===== config.mk =====
export PLATFORM = sky130hd
export DESIGN_NAME = spi_sclk_prescaler
export DESIGN_NICKNAME = d
export VERILOG_FILES = /design/src/rtl/spi_div_pkg.sv /design/src/rtl/spi_div_decode.sv /design/src/rtl/spi_div_shadow.sv /design/src/rtl/spi_div_phase.sv /design/src/rtl/spi_sclk_prescaler.sv
export SDC_FILE = /design/constraint.sdc
export NUM_CORES = 1
export LEC_CHECK = 0
export BUFFER_PORTS_ARGS = -buffer_cell sky130_fd_sc_hd__buf_2
export CORE_ASPECT_RATIO = 0.6
export CORE_MARGIN = 2
export CORE_UTILIZATION = 40
export DETAILED_ROUTE_END_ITERATION = 8
export GPL_TIMING_DRIVEN = 0
export HOLD_SLACK_MARGIN = 0.06
export PLACE_DENSITY = 0.63
export SYNTH_ARGS = -nofsm -noshare
export SYNTH_HDL_FRONTEND = slang
export SYNTH_HIERARCHICAL = 1
export SYNTH_SLANG_ARGS = --single-unit

===== constraint.sdc =====
create_clock -name clk -period 3.7 [get_ports clk]
set_input_delay 0.37 -clock clk [delete_from_list [all_inputs] [get_ports clk]]
set_output_delay 0.37 -clock clk [all_outputs]
set_load 0.02 [all_outputs]

===== src/rtl/spi_div_pkg.sv =====
package spi_div_pkg;

    localparam int PRE_W   = 8;
    localparam int MANT_W  = 4;
    localparam int EXP_W   = 3;
    localparam int RATIO_W = MANT_W + (1 << EXP_W) - 1;
    localparam int MIN_RATIO = 2;

    // Field positions; the exponent is split around an unused bit
    localparam int EXP_LO_BIT  = 4;
    localparam int EXP_HI_MSB  = 7;
    localparam int EXP_HI_LSB  = 6;
    localparam int LEG_EN_BIT  = 4;

    typedef enum logic {
        ENC_EXPONENT = 1'b0,
        ENC_LEGACY   = 1'b1
    } enc_mode_e;

    typedef struct packed {
        logic [RATIO_W-1:0] ratio;
        logic [RATIO_W-1:0] low_len;
        logic               ok;
    } div_cfg_t;

    function automatic logic [MANT_W-1:0] mant_of(input logic [PRE_W-1:0] f);
        return f[MANT_W-1:0];
    endfunction

    function automatic logic [EXP_W-1:0] exp_of(input logic [PRE_W-1:0] f);
        return {f[EXP_HI_MSB:EXP_HI_LSB], f[EXP_LO_BIT]};
    endfunction

endpackage


===== src/rtl/spi_div_decode.sv =====
module spi_div_decode
    import spi_div_pkg::*;
(
    input  logic             legacy_mode,
    input  logic [PRE_W-1:0] prescale,
    output div_cfg_t         cfg
);
    enc_mode_e          mode;
    logic [MANT_W-1:0]  mant;
    logic [EXP_W-1:0]   expn;
    logic [RATIO_W-1:0] ratio_exp;
    logic [RATIO_W-1:0] ratio_leg;
    logic               ok_exp;
    logic               ok_leg;

    always_comb begin
        mode      = enc_mode_e'(legacy_mode);
        mant      = mant_of(prescale);
        expn      = exp_of(prescale);
        ratio_exp = RATIO_W'(mant) << expn;
        ratio_leg = RATIO_W'({mant, 1'b0});
        ok_exp    = ratio_exp >= RATIO_W'(MIN_RATIO);
        ok_leg    = prescale[LEG_EN_BIT] && (ratio_leg >= RATIO_W'(2 * MIN_RATIO));
        if (mode == ENC_LEGACY) begin
            cfg.ratio = ratio_leg;
            cfg.ok    = ok_leg;
        end else begin
            cfg.ratio = ratio_exp;
            cfg.ok    = ok_exp;
        end
        cfg.low_len = cfg.ratio >> 1;
    end
endmodule


===== src/rtl/spi_div_shadow.sv =====
module spi_div_shadow
    import spi_div_pkg::*;
(
    input  logic     clk,
    input  logic     rst,
    input  logic     load,
    input  div_cfg_t cfg_d,
    output div_cfg_t cfg_q
);
    always_ff @(posedge clk) begin
        if (rst) begin
            cfg_q <= '0;
        end else if (load) begin
            cfg_q <= cfg_d;
        end
    end
endmodule


===== src/rtl/spi_div_phase.sv =====
module spi_div_phase
    import spi_div_pkg::*;
(
    input  logic     clk,
    input  logic     rst,
    input  logic     run,
    input  div_cfg_t cfg,
    output logic     at_wrap,
    output logic     sclk,
    output logic     lead_stb,
    output logic     trail_stb
);
    logic [RATIO_W-1:0] cnt;
    logic [RATIO_W-1:0] cnt_n;
    logic               active;

    always_comb begin
        active  = run && cfg.ok;
        at_wrap = active && (cnt == cfg.ratio - RATIO_W'(1));
        cnt_n   = at_wrap ? '0 : cnt + RATIO_W'(1);
    end

    always_ff @(posedge clk) begin
        if (rst || !active) begin
            cnt       <= '0;
            sclk      <= 1'b0;
            lead_stb  <= 1'b0;
            trail_stb <= 1'b0;
        end else begin
            cnt       <= cnt_n;
            sclk      <= cnt_n >= cfg.low_len;
            lead_stb  <= cnt_n == cfg.low_len;
            trail_stb <= cnt_n == '0;
        end
    end
endmodule


===== src/rtl/spi_sclk_prescaler.sv =====
module spi_sclk_prescaler
    import spi_div_pkg::*;
(
    input  logic             clk,
    input  logic             rst,
    input  logic             run,
    input  logic             legacy_mode,
    input  logic [PRE_W-1:0] prescale,
    output logic             sclk,
    output logic             lead_stb,
    output logic             trail_stb,
    output logic             cfg_bad
);
    div_cfg_t cfg_new;
    div_cfg_t cfg_cur;
    logic     at_wrap;
    logic     load_cfg;

    spi_div_decode u_decode (
        .legacy_mode (legacy_mode),
        .prescale    (prescale),
        .cfg         (cfg_new)
    );

    // Take a new ratio only when no period is in flight
    assign load_cfg = !run || !cfg_cur.ok || at_wrap;

    spi_div_shadow u_shadow (
        .clk   (clk),
        .rst   (rst),
        .load  (load_cfg),
        .cfg_d (cfg_new),
        .cfg_q (cfg_cur)
    );

    spi_div_phase u_phase (
        .clk       (clk),
        .rst       (rst),
        .run       (run),
        .cfg       (cfg_cur),
        .at_wrap   (at_wrap),
        .sclk      (sclk),
        .lead_stb  (lead_stb),
        .trail_stb (trail_stb)
    );

    assign cfg_bad = !cfg_cur.ok;
endmodule


==> Word level (Yosys, flattened, before mapping) <==
Index checks and enable logic that the tools add are counted.
Widths: inputs -> output; s select.
{ "word_totals": {"register_bits": 36, "inputBits": 12, "out_inout_bits": 4, "word_cells": 28} }
{ "op_classes": {"n_addsub": 2, "n_lt_le_gt_ge": 3, "eq_ne": 2, "n_shift": 1, "muxes": 3, "n_reduce_logical": 10} }
{ "op_table": {"columns": ["op", "n"], "rows": [
  ["$mux 11", 2],
  ["$add 11x1->11 const B", 1],
  ["$eq 11x10->1", 1],
  ["$eq 11x11->1", 1],
  ["$ge 11x10->1", 1],
  ["$ge 11x2->1 const B", 1],
  ["$logic_not 11->1", 1],
  ["$shl 4x3->11", 1],
  ["$sub 11x1->11 const B", 1],
  ["$ge 5x3->1 const B", 1],
  ["$logic_and 1x1->1", 3],
  ["$logic_not 1->1", 3],
  ["$logic_or 1x1->1", 3],
  ["$mux 1", 1]
]} }

==> Longest topological paths before layout <==
Gate-level depths: netlist of run 1.
{ "logic_depth": {"word_depth": 5, "mapped_depth": 15, "ltp_nobuf": 15} }

==> Cells and area by module <==
Netlist of run 1, hierarchy kept.
{ "by_module_without_submodules": {"columns": ["module", "n_inst", "cells_per_inst", "area_each_um2", "seq_area_each_um2"], "rows": [
  ["spi_div_phase", 1, 167, 1310.0, 280.3],
  ["spi_div_shadow", 1, 74, 835.8, 460.4],
  ["spi_div_decode", 1, 79, 526.8, 0.0],
  ["spi_sclk_prescaler", 1, 2, 11.3, 0.0]
]} }

==> Least setup slack after synthesis of run 1 <==
Ideal clock, no wire load.
{ "synth_path": {"path_kind": "register -> register", "start": "register u_shadow/cfg_q[17] in the netlist's numbering", "end": "register u_phase.sclk", "setup_time_ps": 133, "arrival_time_ps": 2800, "required_time_ps": 3567, "slack_ps": 767, "stages_incl_launch_ff": 14, "path_buffers": 0, "synth_period_minus_slack_ps": 2933, "cell_sequence": "dfxtp_1 or4_4 o41ai_2 xor2_1 a32oi_1 nor3_4 nor2b_1 ha_1 nor2b_1 o21a_1 o21a_1 o21bai_1 a21o_1 a31oi_1"} }
{ "synth_between": {"elab_chain_len": 5} }
{ "synth_lines": {"columns": ["item", "line_no", "text"], "rows": [
  ["from (decl)", "spi_div_shadow.sv:8", "output div_cfg_t cfg_q"],
  ["from (signal assigned)", "spi_div_shadow.sv:14", "cfg_q <= cfg_d;"],
  ["$sub 11x1->11", "spi_div_phase.sv:19", "at_wrap = active && (cnt == cfg.ratio - RATIO_W'(1));"],
  ["$eq 11x11->1", "spi_div_phase.sv:19", null],
  ["$logic_and 1x1->1", "spi_div_phase.sv:19", null],
  ["$mux 11", "spi_div_phase.sv:20", "cnt_n = at_wrap ? '0 : cnt + RATIO_W'(1);"],
  ["via u_phase.cnt_n[1]", "spi_div_phase.sv:14", "logic [RATIO_W-1:0] cnt_n;"],
  ["$ge 11x10->1", "spi_div_phase.sv:31", "sclk <= cnt_n >= cfg.low_len;"],
  ["to (signal assigned)", "spi_div_phase.sv:31", null],
  ["to (decl)", "spi_div_phase.sv:9", "output logic sclk,"]
]} }
The timed path passes the listed nets, and every way through them passes these cells.
A chain may end at the register's enable or synchronous reset.

==> Final worst setup path of run 1 <==
Ends and elaborated chain as after synthesis.

==> results of run 1 <==
-- layout make-up --
type                    instances  area [sq um]  share of cell area [%]
flip-flops and latches         37           741                    25.2
plain buffers                  30           224                    7.62
inverters                      16          60.1                    2.04
well taps                      87           109                    3.70
clock buffers                   7          76.3                    2.60
clock inverters                 1          7.51                   0.255
repair buffers                 11          55.1                    1.87
multi-input cells             239          1670                    56.7
-- flip-flops by register name, indices dropped and copies added (netlist names) --
name,flops
u_phase/cnt,11
u_phase/lead_stb,1
u_phase/sclk,1
u_phase/trail_stb,1
u_shadow/cfg_q,23
-- metrics by stage --
step	total power [mW]	hold slack, ns	utilization [%]	area (sq um)
after detailed placement	0.623	0.481	43.2	2850
final	0.893	0.358	44.6	2940
after CTS	0.900	0.352	44.5	2930
after floorplan	0.580	0.442	-	2680
after global placement	0.619	0.477	43.2	2850
after global routing	0.947	0.359	44.6	2940
-- layout by cell type, fill, tap and decap left out, types with 2 or more instances in the layout --
master,count
a21oi_1,9
dfxtp_1,37
a22oi_1,2
buf_4,12
nor2b_1,7
mux2i_1,24
a32oi_1,2
o31ai_1,3
buf_6,4
nand3_1,8
a211oi_1,3
nor2_1,54
o21a_1,2
clkbuf_8,5
clkbuf_1,11
nand2_1,13
nor3_1,17
buf_12,2
o21ai_0,2
buf_2,14
a22o_1,4
nand2b_1,4
or2_2,2
xnor2_1,15
nand4_1,7
inv_1,16
a31oi_1,2
ha_1,13
xor2_1,8
nand3b_1,7
a21o_1,5
-- power breakdown --
group          switching [mW]  total (mW)  internal (mW)  leakage (nW)
clock network           0.141       0.275          0.133        0.0385
registers              0.0148       0.426          0.411         0.301
logic                   0.102       0.192         0.0904         0.973
-- cell families (layout without fill, tap and decap cells) --
family	count (synthesis)	in the layout
xor gates and xnor gates	23	23
adders and majority gates	13	13
other	1	1
DFF	37	37
muxes	26	26
AOI/OAI and AO/OA	46	46
buffers and inverters	46	65
and+or+nand+nor	130	130
-- routing by layer --
| layer | up-vias | track usage [%] | part of all wire, % |
|---|---|---|---|
| met1 | 1040 | 29.9 | 56 |
| met3 | 2 | 4.05 | 5.8 |
| met4 | 0 | 3.80 | 0.37 |
| met5 | - | 0 | 0 |
| li1 | 1144 | - | - |
| met2 | 40 | 24.8 | 38 |
-- worst reg2reg max path, cell delays in order (launching register included) --
cell and delay, ns:
dfxtp_1 0.35, or4_4 0.56, o41ai_2 0.35, xor2_1 0.18, a32oi_1 0.22, nor3_4 0.34
buf_4 0.22, nor2_1 0.06, ha_1 0.30, nand4_1 0.14, nor3_1 0.31, nor2_1 0.07
a31oi_1 0.17
-- path summary, 6_finish.rpt --
path,startpoint,endpoint,slack [ns]
max,u_shadow/cfg_q[17],u_phase/sclk,0.37
min,rst,u_shadow/cfg_q[11],0.36
max reg2reg,u_shadow/cfg_q[17],u_phase/sclk,0.37
min reg2reg,u_shadow/cfg_q[11],u_shadow/cfg_q[11],0.50
-- repair_timing --
action | 4_1_cts | 5_1_grt
hold endpoints to repair | 0 | 0
hold buffers | 0 | 0
setup buffers | 0 | 0
endpoints found under the setup margin | 0 | 1
gates resized for setup | 0 | 1
==> reports/qor.txt, run 1 <==
Area Growth Syn to Fin - 9.56%
fmax - 301 MHz
Post-synth top flop - dfxtp_1
Final Setup Violations - 0
final period utilization - 89.9%
count of different cell masters after synthesis - 56
Pleak - 1.31 nW
run status - finished, final reports clean
Worst-Skew Late Latency - 0.28 ns
register area share after synthesis - 27.6%
Worst Setup End Kind - register
Fin Clk Skew - 0.00536 ns
Final WS setup - 0.374 ns
Final ANT Viol Nets - 0
largest family of logic cells by synthesized area - simple AND/OR/NAND/NOR gates
Mapped Nets - 347
Crit Path Class - reg2reg
leading area contributor after synthesis - dfxtp_1
Final Hold Viols - 0
Starting Density - 40.7%
relative slew slack - 61.0%
CTS HTree Levels - 2
DR vias - 2226
TritonCTS clock tree - done
Wirelength per Cell - 14.5 um
CTS Root Cell - clkbuf_8
Synth Area in XOR/XNOR - 7.51%
Post-synth top cells - nor2_1 (54), dfxtp_1 (37), mux2i_1 (24)
Mean Syn Cell Area - 8.33 sq um
mapped cell area - 2680 sq um
Worst Path Max Fanout - 10
critical path launch point type - register
Global Route Usage Sum - 18.7%
Slew @ Worst Pin - 0.581 ns
Via density - 5.20
Tmin final - 3.33 ns
Peak VDD IR - 0.152 mV
multiplexer share of the synthesized area - 9.93%
number of synthesized flops with an enable pin - 0
TritonCTS buffer count - 5
nets@finish - 365
total die area - 7400 sq um
initial antenna violation count - 0
worst-path cell chain - or4_4 -> o41ai_2 -> xor2_1 -> a32oi_1 -> nor3_4 -> buf_4 -> nor2_1 -> ha_1 -> nand4_1 -> nor3_1 -> nor2_1 -> a31oi_1
Synth Area in Simple Gates - 24.9%
final std cells w/o fill - 428
Yosys reg bits - 37
Syn Inst Count - 322
Die W - 110 um
Hold/Removal Path Class - in2reg
vias in the first global route - 2035
Crit path largest cell delay - 0.56 ns
Congestion Overflow GR - 0
antenna diode count - 0
Post-synth ARST share - 0%
slowest stage cell, crit path - or4_4
count leader, synth - nor2_1
max-slew violation count - 0
largest cells by area after synthesis - dfxtp_1 (28%), mux2i_1 (9.0%), nor2_1 (7.6%), ha_1 (6.1%), xnor2_1 (4.9%)
pre-CTS setup slack - 0.385 ns
WHS Path Cells - 2
die height - 67.5 um
residual DRC count - 0
unrepaired setup endpoints after global routing - no
setup tns final - 0 ns
share of cells above drive strength 1 - 15.0%
Placed Instances - 420
crit path DAT - 3.53 ns
top cell type's share of synthesized area - 27.6%
GPL Wtd Cong - 0.911
delay-heaviest family, CP - simple AND/OR/NAND/NOR gates
most frequent CP cell - nor2_1
post-synthesis compound-gate area fraction - 13.2%
Std-Cell Rows - 23
TritonRoute pass-1 iters - 4
Filler cells - 656
PortBufs - 11
first-pass GRT wire length - 10300 um
clock sink count - 37
crit path buf inv count - 1
largest net degree at the start of global routing - 12
CP required - 3.91 ns
drt initial violations - 165
PwrDens - 304 nW/um^2
Synth Warn # - 6
Stages on worst setup path - 12
adder-cell share of the synthesized area - 6.06%
dpl hpwl - 4920 um
clk slew on worst S/H paths - 0.08 ns
Worst R2R Path Depth - 12
total core area - 6590 sq um
CTS Buffer Depth - 2
Max-Cap Viols - 0
Total Routed Length - 6230 um
IO Count - 16
Note: power is estimated with default switching activity, not from simulation.
==> inputs of run 2 (changes only) <==
- CORE_MARGIN: 2 -> 1
==> run 2 against run 1 <==
Effect of this change:
- wire length up 1.7%
- sequential share of layout area is essentially flat
- clock skew up 0.0057 ns
- combinational power hardly changed
- register-to-register slack better by 0.03 ns
- clock power rose by 2%
- total power is 0.61% higher
- global-route usage is 1.0 points higher
- worst setup slack better by 0.035 ns
- sequential power hardly changed
- cell count fell by 0.70%
- critical endpoint unchanged
- highest routed layer unchanged
- non-clock buffer count unchanged
==> reports/qor.txt, run 2 (synthesized netlist as in run 1, its figures left out) <==
Global Route Usage Sum - 19.7% (was 18.7%)
vias in the first global route - 2020 (was 2035)
Crit path largest cell delay - 0.56 ns (about the same)
Sw Share - 29.3% (was 28.9%)
Post-CTS Resized - 0 (unchanged)
Hold/Removal Path Class - in2reg (unchanged)
Final Hold Viols - 0 (unchanged)
largest net degree at the start of global routing - 12 (unchanged)
total die area - 7050 sq um (was 7400 sq um)
Max-Cap Viols - 0 (unchanged)
slowest stage cell, crit path - or4_4 (unchanged)
Fin Clk Skew - 0.0111 ns (was 0.00536 ns)
DR vias - 2271 (was 2226)
max-slew violation count - 0 (unchanged)
max reg flops - 23 (unchanged)
commonest non-fill, non-tap cell in the layout - nor2_1 (unchanged)
Tmin final - 3.29 ns (was 3.33 ns)
nets@finish - 365 (unchanged)
Clk pwr share - 31.1% (was 30.8%)
initial antenna violation count - 0 (unchanged)
CTS Buffer Depth - 2 (unchanged)
die height - 65.5 um (was 67.5 um)
Peak VDD IR - 0.162 mV (was 0.152 mV)
Final Setup Violations - 0 (unchanged)
TritonCTS clock tree - done (unchanged)
Placed Area - 2840 sq um (was 2850 sq um)
Crit Path Class - reg2reg (unchanged)
Die W - 108 um (was 110 um)
Tot Pwr - 898 uW (was 893 uW)
Final ANT Viol Nets - 0 (unchanged)
PortBufs - 11 (unchanged)
sw power - 263 uW (was 258 uW)
CTS Root Cell - clkbuf_8 (unchanged)
run status - finished, final reports clean (unchanged)
IO Count - 16 (unchanged)
Starting Density - 42.6% (was 40.7%)
Worst Path Max Fanout - 10 (unchanged)
critical path launch point type - register (unchanged)
Congestion Overflow GR - 0 (unchanged)
dpl hpwl - 4990 um (was 4920 um)
CP required - 3.91 ns (about the same)
TritonCTS buffer count - 5 (unchanged)
clk slew on worst S/H paths - 0.08 ns (about the same)
fmax - 304 MHz (was 301 MHz)
setup tns final - 0 ns (unchanged)
Wirelength per Cell - 14.9 um (was 14.5 um)
PwrDens - 306 nW/um^2 (was 304 nW/um^2)
Post-CTS Setup Bufs - 0 (unchanged)
Pleak - 1.31 nW (unchanged)
Total Routed Length - 6330 um (was 6230 um)
Worst Hold Slack - 0.378 ns (was 0.358 ns)
Via density - 5.34 (was 5.20)
Slew @ Worst Pin - 0.595 ns (was 0.581 ns)
drt initial violations - 261 (was 165)
Internal - 635 uW (about the same)
Design Area, Final - 2940 sq um (about the same)
most frequent CP cell - nor2_1 (unchanged)
hold buffers post-CTS - 0 (unchanged)
Worst Setup End Kind - register (unchanged)
residual DRC count - 0 (unchanged)
combinational power share - 21.5% (about the same)
TritonRoute pass-1 iters - 4 (unchanged)
top flop regs - u_shadow/cfg_q: 23 flops, u_phase/cnt: 11 flops (unchanged)
total core area - 6300 sq um (was 6590 sq um)
GPL Wtd Cong - 0.879 (was 0.911)
CTS HTree Levels - 2 (unchanged)
final period utilization - 89.0% (was 89.9%)
Worst-Skew Late Latency - 0.30 ns (was 0.28 ns)
first-pass GRT wire length - 10400 um (was 10300 um)
crit path DAT - 3.51 ns (was 3.53 ns)
relative slew slack - 60.0% (was 61.0%)
share of cells above drive strength 1 - 15.0% (unchanged)
worst-path cell chain - or4_4 -> o41ai_2 -> xor2_1 -> a32oi_1 -> nor3_4 -> buf_4 -> nor2_1 -> ha_1 -> nand4_1 -> nor3_1 -> nor2_1 -> a31oi_1 (unchanged)
Area Growth Syn to Fin - 9.42% (was 9.56%)
Std-Cell Rows - 22 (was 23)
most flop-heavy register - u_shadow/cfg_q (unchanged)
clock sink count - 37 (unchanged)
commonest cells after routing, fill and taps aside - nor2_1 (54), dfxtp_1 (37), mux2i_1 (24), nor3_1 (17), inv_1 (16) (unchanged)
antenna diode count - 0 (unchanged)
Seq pwr share - 47.4% (was 47.7%)
unrepaired setup endpoints after global routing - no (unchanged)
## run 2: worst paths after layout
check,start,endpoint,slack [ns],cells after the start
worst max-delay path,u_shadow/cfg_q[17],u_phase/sclk,0.41,12
worst min-delay path,rst,u_shadow/cfg_q[11],0.38,2
worst max register to register,u_shadow/cfg_q[17],u_phase/sclk,0.41,12
worst min register to register,u_shadow/cfg_q[11],u_shadow/cfg_q[11],0.50,2
## run 2: cell type report
type	count	area [sq um]
Clock buffer	7	76.3
Clock inverter	1	7.51
Tap cell	84	105
Multi-Input combinational cell	239	1670
Buffer	30	224
Inverter	16	60.1
Sequential cell	37	741
Timing Repair Buffer	11	55.1
Fill cell	627	3370
## run 2: routing by layer
layer  track usage, %  up-vias  wire length (um)
li1                 -     1153                 -
met1             33.0     1048              3830
met2             23.8       64              2140
met3             4.27        6               327
met4             4.11        0                40
met5                0        -                 0
## run 2: power by group through the flow
stage / clock network, mW / registers, mW / logic, mW
after floorplan: 0 / 0.430 / 0.150
after global placement: 0 / 0.433 / 0.188
after detailed placement: 0 / 0.434 / 0.189
after CTS: 0.288 / 0.425 / 0.189
after global routing: 0.307 / 0.427 / 0.213
final: 0.280 / 0.425 / 0.193
## run 2: critical path: cells and delay by family (launching register included)
kind / cells / cell delay [ns]
flip-flops: 1 / 0.36
XOR/XNOR: 1 / 0.17
AO/OA/AOI/OAI: 3 / 0.66
adder cells (fa/ha/maj): 1 / 0.30
buffers and inverters: 1 / 0.24
AND/OR/NAND/NOR: 6 / 1.47
## run 2: metrics by stage
| step | utilization (%) | setup WS, ns | cells |
|---|---|---|---|
| global placement | 45.1 | 0.345 | 417 |
| global route | 46.6 | 0.128 | 425 |
| CTS | 46.4 | 0.301 | 425 |
| finish | 46.6 | 0.409 | 425 |
| detailed placement | 45.1 | 0.345 | 417 |
| floorplan | - | 0.767 | 322 |
